--- src/rtl/ser_rx_pkg.sv ---
package ser_rx_pkg;

    typedef enum logic [2:0] {
        ST_IDLE,
        ST_START,
        ST_DATA,
        ST_PAR,
        ST_STOP1,
        ST_STOP2
    } rx_state_e;

    // Number of data bits for a length code: 0..3 -> 5..8, code[2] set -> 9
    function automatic logic [3:0] bits_for(input logic [2:0] code);
        return code[2] ? 4'd9 : ({2'b00, code[1:0]} + 4'd5);
    endfunction

endpackage

--- src/rtl/ser_rx_sync.sv ---
module ser_rx_sync (
    input  logic clk,
    input  logic rst_n,
    input  logic serial_in,
    output logic line,
    output logic fall
);
    typedef struct packed {
        logic meta;
        logic stab;
        logic prev;
    } sync_t;

    sync_t sync_d, sync_q;

    always_comb begin
        sync_d.meta = serial_in;
        sync_d.stab = sync_q.meta;
        sync_d.prev = sync_q.stab;
    end

    always_ff @(posedge clk or negedge rst_n) begin
        if (!rst_n) sync_q <= '1;
        else        sync_q <= sync_d;
    end

    assign line = sync_q.stab;
    assign fall = sync_q.prev & ~sync_q.stab;

endmodule

--- src/rtl/ser_rx_frame.sv ---
module ser_rx_frame
    import ser_rx_pkg::*;
#(
    parameter int OVS      = 16,
    parameter int MAX_BITS = 9
) (
    input  logic                clk,
    input  logic                rst_n,
    input  logic                tick,
    input  logic                rx_en,
    input  logic                line,
    input  logic                fall,
    input  logic [2:0]          len_code,
    input  logic [1:0]          par_mode,
    input  logic                two_stop,
    output logic                out_valid,
    output logic [MAX_BITS-1:0] out_data,
    output logic                out_perr,
    output logic                out_ferr
);
    localparam int CW  = $clog2(OVS);
    localparam int MID = OVS / 2;
    localparam int BW  = 4;

    typedef struct packed {
        rx_state_e           st;
        logic [CW-1:0]       tcnt;
        logic [BW-1:0]       bcnt;
        logic [MAX_BITS-1:0] shr;
        logic                pacc;
        logic                perr;
        logic                ferr;
        logic                vld;
    } frame_t;

    frame_t fr_d, fr_q;
    logic [BW-1:0] nbits;
    logic          bit_end;

    assign nbits   = bits_for(len_code);
    assign bit_end = tick && (fr_q.tcnt == CW'(OVS - 1));

    always_comb begin
        fr_d     = fr_q;
        fr_d.vld = 1'b0;
        case (fr_q.st)
            ST_IDLE: begin
                if (rx_en && fall) begin
                    fr_d.st   = ST_START;
                    fr_d.tcnt = '0;
                end
            end
            ST_START: begin
                if (tick) begin
                    if (fr_q.tcnt == CW'(MID - 1)) begin
                        fr_d.tcnt = '0;
                        if (line) begin
                            fr_d.st = ST_IDLE;
                        end else begin
                            fr_d.st   = ST_DATA;
                            fr_d.bcnt = '0;
                            fr_d.shr  = '0;
                            fr_d.pacc = 1'b0;
                            fr_d.perr = 1'b0;
                        end
                    end else begin
                        fr_d.tcnt = fr_q.tcnt + 1'b1;
                    end
                end
            end
            ST_DATA: begin
                if (bit_end) begin
                    fr_d.tcnt = '0;
                    for (int i = 0; i < MAX_BITS; i++) begin
                        if (fr_q.bcnt == BW'(i)) fr_d.shr[i] = line;
                    end
                    fr_d.pacc = fr_q.pacc ^ line;
                    if (fr_q.bcnt == BW'(nbits - 4'd1)) begin
                        fr_d.st = par_mode[1] ? ST_PAR : ST_STOP1;
                    end else begin
                        fr_d.bcnt = fr_q.bcnt + 1'b1;
                    end
                end else if (tick) begin
                    fr_d.tcnt = fr_q.tcnt + 1'b1;
                end
            end
            ST_PAR: begin
                if (bit_end) begin
                    fr_d.tcnt = '0;
                    fr_d.perr = fr_q.pacc ^ line ^ par_mode[0];
                    fr_d.st   = ST_STOP1;
                end else if (tick) begin
                    fr_d.tcnt = fr_q.tcnt + 1'b1;
                end
            end
            ST_STOP1: begin
                if (bit_end) begin
                    fr_d.tcnt = '0;
                    fr_d.ferr = ~line;
                    fr_d.vld  = 1'b1;
                    fr_d.st   = two_stop ? ST_STOP2 : ST_IDLE;
                end else if (tick) begin
                    fr_d.tcnt = fr_q.tcnt + 1'b1;
                end
            end
            ST_STOP2: begin
                if (bit_end) begin
                    fr_d.tcnt = '0;
                    fr_d.st   = ST_IDLE;
                end else if (tick) begin
                    fr_d.tcnt = fr_q.tcnt + 1'b1;
                end
            end
            default: fr_d.st = ST_IDLE;
        endcase
        if (!rx_en) begin
            fr_d.st  = ST_IDLE;
            fr_d.vld = 1'b0;
        end
    end

    always_ff @(posedge clk or negedge rst_n) begin
        if (!rst_n) begin
            fr_q      <= '0;
            fr_q.st   <= ST_IDLE;
        end else begin
            fr_q <= fr_d;
        end
    end

    assign out_valid = fr_q.vld;
    assign out_data  = fr_q.shr;
    assign out_perr  = fr_q.perr;
    assign out_ferr  = fr_q.ferr;

    // a disabled receiver sits in idle
    p_disabled_idle_r9: assert property (@(posedge clk) disable iff (!rst_n)
        !rx_en |=> fr_q.st == ST_IDLE);
    // the bit counter never passes the largest character
    p_bitcnt_range_r2: assert property (@(posedge clk) disable iff (!rst_n)
        fr_q.bcnt < BW'(MAX_BITS));
    // a completed character is announced for one cycle only
    p_valid_pulse_r6: assert property (@(posedge clk) disable iff (!rst_n)
        fr_q.vld |=> !fr_q.vld);

endmodule

--- src/rtl/ser_rx_hold.sv ---
module ser_rx_hold #(
    parameter int MAX_BITS = 9
) (
    input  logic                clk,
    input  logic                rst_n,
    input  logic                in_valid,
    input  logic [MAX_BITS-1:0] in_data,
    input  logic                in_perr,
    input  logic                in_ferr,
    input  logic                rd_strobe,
    output logic [MAX_BITS-1:0] held_data,
    output logic                done,
    output logic                ferr,
    output logic                perr,
    output logic                ovr
);
    typedef struct packed {
        logic [MAX_BITS-1:0] data;
        logic                done;
        logic                ferr;
        logic                perr;
        logic                ovr;
    } hold_t;

    hold_t hd_d, hd_q;

    always_comb begin
        hd_d = hd_q;
        if (rd_strobe) hd_d.done = 1'b0;
        if (in_valid) begin
            hd_d.data = in_data;
            hd_d.ferr = in_ferr;
            hd_d.perr = in_perr;
            hd_d.ovr  = hd_q.done & ~rd_strobe;
            hd_d.done = 1'b1;
        end
    end

    always_ff @(posedge clk or negedge rst_n) begin
        if (!rst_n) hd_q <= '0;
        else        hd_q <= hd_d;
    end

    assign held_data = hd_q.data;
    assign done      = hd_q.done;
    assign ferr      = hd_q.ferr;
    assign perr      = hd_q.perr;
    assign ovr       = hd_q.ovr;

    // a read with no new character empties the register
    p_read_clears_r6: assert property (@(posedge clk) disable iff (!rst_n)
        rd_strobe && !in_valid |=> !done);
    // a character landing on an unread one is flagged
    p_overrun_set_r7: assert property (@(posedge clk) disable iff (!rst_n)
        in_valid && done && !rd_strobe |=> ovr);
    // no overrun when the old character was read or absent
    p_no_overrun_r7: assert property (@(posedge clk) disable iff (!rst_n)
        in_valid && (!done || rd_strobe) |=> !ovr);
    // held data only changes with a new character
    p_data_stable_r11: assert property (@(posedge clk) disable iff (!rst_n)
        !in_valid |=> $stable(held_data));

endmodule

--- src/rtl/serial_rx_unit.sv ---
module serial_rx_unit #(
    parameter int OVS      = 16,
    parameter int MAX_BITS = 9
) (
    input  logic       clk,
    input  logic       rst_n,
    input  logic       tick16,
    input  logic       rx_en,
    input  logic [2:0] len_code,
    input  logic [1:0] par_mode,
    input  logic       two_stop,
    input  logic       serial_in,
    input  logic       rd_strobe,
    input  logic       irq_en,
    output logic [7:0] rd_data,
    output logic       rd_bit8,
    output logic       rx_done,
    output logic       err_frame,
    output logic       err_overrun,
    output logic       err_parity,
    output logic       irq
);
    logic                line, fall;
    logic                c_valid, c_perr, c_ferr;
    logic [MAX_BITS-1:0] c_data, h_data;

    ser_rx_sync u_sync (
        .clk       (clk),
        .rst_n     (rst_n),
        .serial_in (serial_in),
        .line      (line),
        .fall      (fall)
    );

    ser_rx_frame #(.OVS(OVS), .MAX_BITS(MAX_BITS)) u_frame (
        .clk       (clk),
        .rst_n     (rst_n),
        .tick      (tick16),
        .rx_en     (rx_en),
        .line      (line),
        .fall      (fall),
        .len_code  (len_code),
        .par_mode  (par_mode),
        .two_stop  (two_stop),
        .out_valid (c_valid),
        .out_data  (c_data),
        .out_perr  (c_perr),
        .out_ferr  (c_ferr)
    );

    ser_rx_hold #(.MAX_BITS(MAX_BITS)) u_hold (
        .clk       (clk),
        .rst_n     (rst_n),
        .in_valid  (c_valid),
        .in_data   (c_data),
        .in_perr   (c_perr),
        .in_ferr   (c_ferr),
        .rd_strobe (rd_strobe),
        .held_data (h_data),
        .done      (rx_done),
        .ferr      (err_frame),
        .perr      (err_parity),
        .ovr       (err_overrun)
    );

    assign rd_data = h_data[7:0];
    assign rd_bit8 = h_data[8];
    assign irq     = rx_done & irq_en;

    // no request while the enable is low
    p_irq_gated_r8: assert property (@(posedge clk) disable iff (!rst_n)
        !irq_en |-> !irq);

endmodule

--- config.mk ---
export PLATFORM = sky130hd
export DESIGN_NAME = serial_rx_unit
export DESIGN_NICKNAME = d
export VERILOG_FILES = /design/src/rtl/ser_rx_pkg.sv /design/src/rtl/ser_rx_sync.sv /design/src/rtl/ser_rx_frame.sv /design/src/rtl/ser_rx_hold.sv /design/src/rtl/serial_rx_unit.sv
export SDC_FILE = /design/constraint.sdc
export NUM_CORES = 1
export LEC_CHECK = 0
export ABC_AREA = 0
export CAP_MARGIN = 40
export CORE_MARGIN = 1.5
export CORE_UTILIZATION = 55
export CTS_CLUSTER_DIAMETER = 60
export DETAILED_ROUTE_END_ITERATION = 16
export PLACE_DENSITY = 0.83
export SKIP_CTS_REPAIR_TIMING = 1
export SLEW_MARGIN = 30
export SYNTH_ARGS = -nofsm -noshare
export SYNTH_HDL_FRONTEND = slang
export SYNTH_HIERARCHICAL = 1
export SYNTH_SLANG_ARGS = --single-unit
--- constraint.sdc ---
create_clock -name clk -period 2.5 [get_ports clk]
set_input_delay 0.75 -clock clk [delete_from_list [all_inputs] [get_ports clk]]
set_output_delay 0.75 -clock clk [all_outputs]
set_load 0.02 [all_outputs]
==> summary by stage <==
Route
For this block, the initial DRC count from the detailed router was 141. The via density per instance is 5.67. In the final routed layout, each cell accounts on average for 14.2 um.

The post-route antenna net violation count is 0. The number of detailed-route iterations in the first pass is 4. The DRC violation count after routing is 0. The count of vias placed by the detailed router is 1700. The total routed wirelength is 4.26 mm.

Pwr
Of the total power, combinational logic draws 0.235. The analysis attributes to net switching a power of 526 uW. The power density over the cells is 641 nW/um2. The power share of the sequential group is 0.452. The share of total power dissipated in the clock network is 0.313.

The worst-case IR drop observed on VDD is 347 uV. The internal power is 1.16 mW. Of the total power, the share spent switching nets is 0.313. The reported leakage power is 1.20 nW.

Placement
The placed cell count is 292. Summing all placed instances gives a cell area of 2510 um2. The HPWL reported at the end of detailed placement is 3.11 mm. The placer congestion estimate is 0.863.

The count of input and output buffers is 26.

Clocking
TritonCTS built the clock tree. The number of H-tree levels is 2. The clock drives 40 sinks.

Clock-pin slew was measured on the worst setup and hold paths at 0.08 ns. The total CTS buffers is 5. Clock tree synthesis selected as its root buffer the cell sky130_fd_sc_hd__clkbuf_8.

The buffer depth of the longest clock path is 2. Clock latency on the worst-skew pair, taken at its later pin, is 0.29 ns.

Final layout
Relative to the synthesized area, the layout overhead comes to 16.0%. 0 antenna diodes ended up in the layout. The final core utilization is 0.661. The most common cell after layout, fill and taps aside is sky130_fd_sc_hd__dfrtp_1. The top cell types in the final layout, fill and taps aside, are 37 x sky130_fd_sc_hd__dfrtp_1, 26 x sky130_fd_sc_hd__nand2_1, 24 x sky130_fd_sc_hd__clkdlybuf4s50_1. The summed area of non-filler cells in the final layout is 2630 um2. Excluding fillers, the count of instances in the completed layout stands at 300. The fraction of layout cells with a size suffix above 1 is 0.184. After the last flow step, the layout net total stands at around 270.

Logic synthesis
The distinct cell type count after synthesis is 54. The most used flip-flop cell after synthesis is sky130_fd_sc_hd__dfrtp_1. The number of nets in the synthesized netlist is about 240.

The post-synthesis cell count is 225. The share of synthesized flip-flops with an asynchronous set or reset is 1.00. After synthesis the netlist holds a flip-flop and latch count of 40. Each instance of the synthesized netlist takes up on average ~10 um2. The combined area of all synthesized cells is around 2300 um2. The warning count from the yosys run is 6.

The sequential cell area fraction in the yosys report is 0.444. Counting flops with a built-in enable in the synthesized netlist gives 0.

Floorplan
The die is about 67 um tall. The die covers 4510 um2. The core area is 3970 um2. The floorplan step set the die width to 67.2 um. In this run the core area contains 23 standard-cell rows. The count of boundary I/O pins is 27. The starting density of the core is 0.570.

Run status
The run finished with clean final reports.

Global route
The global-route usage over all layers is 0.213. The via count of the first global-routing pass is 1567. The largest net degree at the start of global routing is 29. The number of antenna violations at the first check in global routing came to 0. The met1 track demand over resource in global routing is 0.293. The wire length of the first global-routing pass is 7.21 mm. The global routing usage on met3 is 0.0517. The most used routing layer in global routing is met2. For this run, global-route usage on met2 was measured as 0.325. The total congestion overflow after global routing is 0.

STA
At the pin with the least slew margin, the transition time is a little under 0.7 ns. For the finished layout, the period the worst path requires is approximately 2.3 ns. Static timing analysis puts the maximum clock frequency at 434 MHz.

The final number of setup-violating endpoints is 0. The setup TNS after final layout is 0 ns. The number of slew-limit violations in the final report is 0. The fraction of the cycle the final worst path needs is 0.921. The count of endpoints failing hold in the final timing report is 0.

The post-route worst hold slack is 0.359 ns. For the final database, setup skew stands at 0.00433 ns. Setup repair after global routing left no endpoint under its margin. Headroom to the max-slew limit came out at 0.543.

Worst hold path
The cell depth of the worst hold path is 0. The worst hold path belongs to the class reg2reg.

Critical path
The class of the most critical setup path is in2out. STA classifies the critical path endpoint as an output port. The largest fanout on the critical path is 1. STA classifies the critical path startpoint as an input pin.

The arrival time at the worst endpoint is 1.55 ns. The length in cells of the worst reg-to-reg path is 5. Data on the critical path is required at its endpoint by ~1.8 ns.

Flow run
Across the run, the number of max-cap violations was 0.
flip-flops by register name (all words and copies together) (netlist names):
signal / flops
u_sync/line: 1
u_frame/out_perr: 1
u_hold/perr: 1
u_hold/ferr: 1
u_hold/done: 1
u_frame/out_valid: 1
u_hold/held_data: 9
u_frame/out_data: 9
u_frame/out_ferr: 1
u_sync/sync_d: 1
u_sync/sync_q: 1
u_hold/ovr: 1
u_frame/fr_q: 12
per-stage QoR:
stage / setup WS [ns] / total power [mW]
finish: 0.197 / 1.68
detailed placement: -0.169 / 1.16
floorplan: 0.452 / 1.05
global route: 0.159 / 1.79
global placement: -0.144 / 1.14
CTS: -0.169 / 1.69
per-layer routing:
metal | vias to the layer above | share of wire
met2 | 43 | 0.47
met3 | 4 | 0.038
met4 | 0 | 0.0094
li1 | 842 | -
met1 | 811 | 0.48
met5 | - | 0
path summary, 6_finish.rpt:
kind,start,endpoint,slack [ns]
setup reg to reg,u_frame/fr_q[23]$_DFFE_PN0P_,u_frame/fr_q[18]$_DFFE_PN0P_,0.52
setup / recovery,irq_en,irq,0.20
hold / removal,u_sync/sync_d[1]$_DFF_PN1_,u_sync/line$_DFF_PN1_,0.36
max in group asynchronous,rst_n,u_sync/line$_DFF_PN1_,1.42
hold reg to reg,u_sync/sync_d[1]$_DFF_PN1_,u_sync/line$_DFF_PN1_,0.36
min in group asynchronous,rst_n,u_frame/out_data[0]$_DFFE_PN0P_,0.45
cells by family (layout without fill, tap and decap cells):
kind of cell,after synthesis,in the layout,share of synthesized area
simple gates,81,81,0.201
compound gates,55,55,0.162
flops,40,40,0.444
buf+inv,28,53,0.0774
mux,12,12,0.0730
fa+ha+maj,5,5,0.0276
xor+xnor,4,4,0.0155
layout make-up:
| type | instances | area [um2] |
|---|---|---|
| clock inverter | 3 | 42.5 |
| inverter | 10 | 37.5 |
| timing repair buffer | 35 | 325 |
| clock buffer | 5 | 68.8 |
| fill | 316 | 1350 |
| tap | 50 | 62.6 |
| sequential | 40 | 1000 |
| multi-input combinational | 157 | 1080 |
synth_stat cells, types with 2 or more instances:
cell	number	area, um2
sky130_fd_sc_hd__dfrtp_1	37	926
sky130_fd_sc_hd__nand2_1	26	97.6
sky130_fd_sc_hd__o21ai_0	20	100
sky130_fd_sc_hd__a21oi_1	14	70.1
sky130_fd_sc_hd__nor2_1	12	45.0
sky130_fd_sc_hd__buf_4	10	75.1
sky130_fd_sc_hd__inv_1	10	37.5
sky130_fd_sc_hd__mux2_4	8	120
sky130_fd_sc_hd__nand2b_1	7	43.8
sky130_fd_sc_hd__ha_1	5	62.6
sky130_fd_sc_hd__nand3_1	5	25.0
sky130_fd_sc_hd__buf_6	4	45.0
sky130_fd_sc_hd__mux2_2	4	45.0
sky130_fd_sc_hd__nand4_1	4	25.0
sky130_fd_sc_hd__nor2b_1	4	25.0
sky130_fd_sc_hd__nor3_1	4	20.0
sky130_fd_sc_hd__dfstp_2	3	78.8
sky130_fd_sc_hd__o22ai_1	3	18.8
sky130_fd_sc_hd__and2b_2	2	17.5
sky130_fd_sc_hd__buf_2	2	10.0
sky130_fd_sc_hd__clkbuf_1	2	7.51
sky130_fd_sc_hd__o21a_1	2	15.0
sky130_fd_sc_hd__o32ai_1	2	17.5
sky130_fd_sc_hd__o41ai_1	2	17.5
sky130_fd_sc_hd__or3_1	2	12.5
sky130_fd_sc_hd__xnor2_1	2	17.5
sky130_fd_sc_hd__xor2_1	2	17.5
power by group through the flow:
stage	sequential (mW)	combinational [mW]	clock, mW
final	0.761	0.396	0.526
after global routing	0.772	0.449	0.564
after CTS	0.760	0.393	0.542
after detailed placement	0.774	0.388	0
after global placement	0.771	0.374	0
after floorplan	0.749	0.297	0
worst max-delay path, cell delays in order:
cell,delay (ns)
sky130_fd_sc_hd__clkdlybuf4s50_1,0.44
sky130_fd_sc_hd__and2_1,0.12
sky130_fd_sc_hd__dlymetal6s2s_1,0.24
Power figures use the tool's default switching activity.
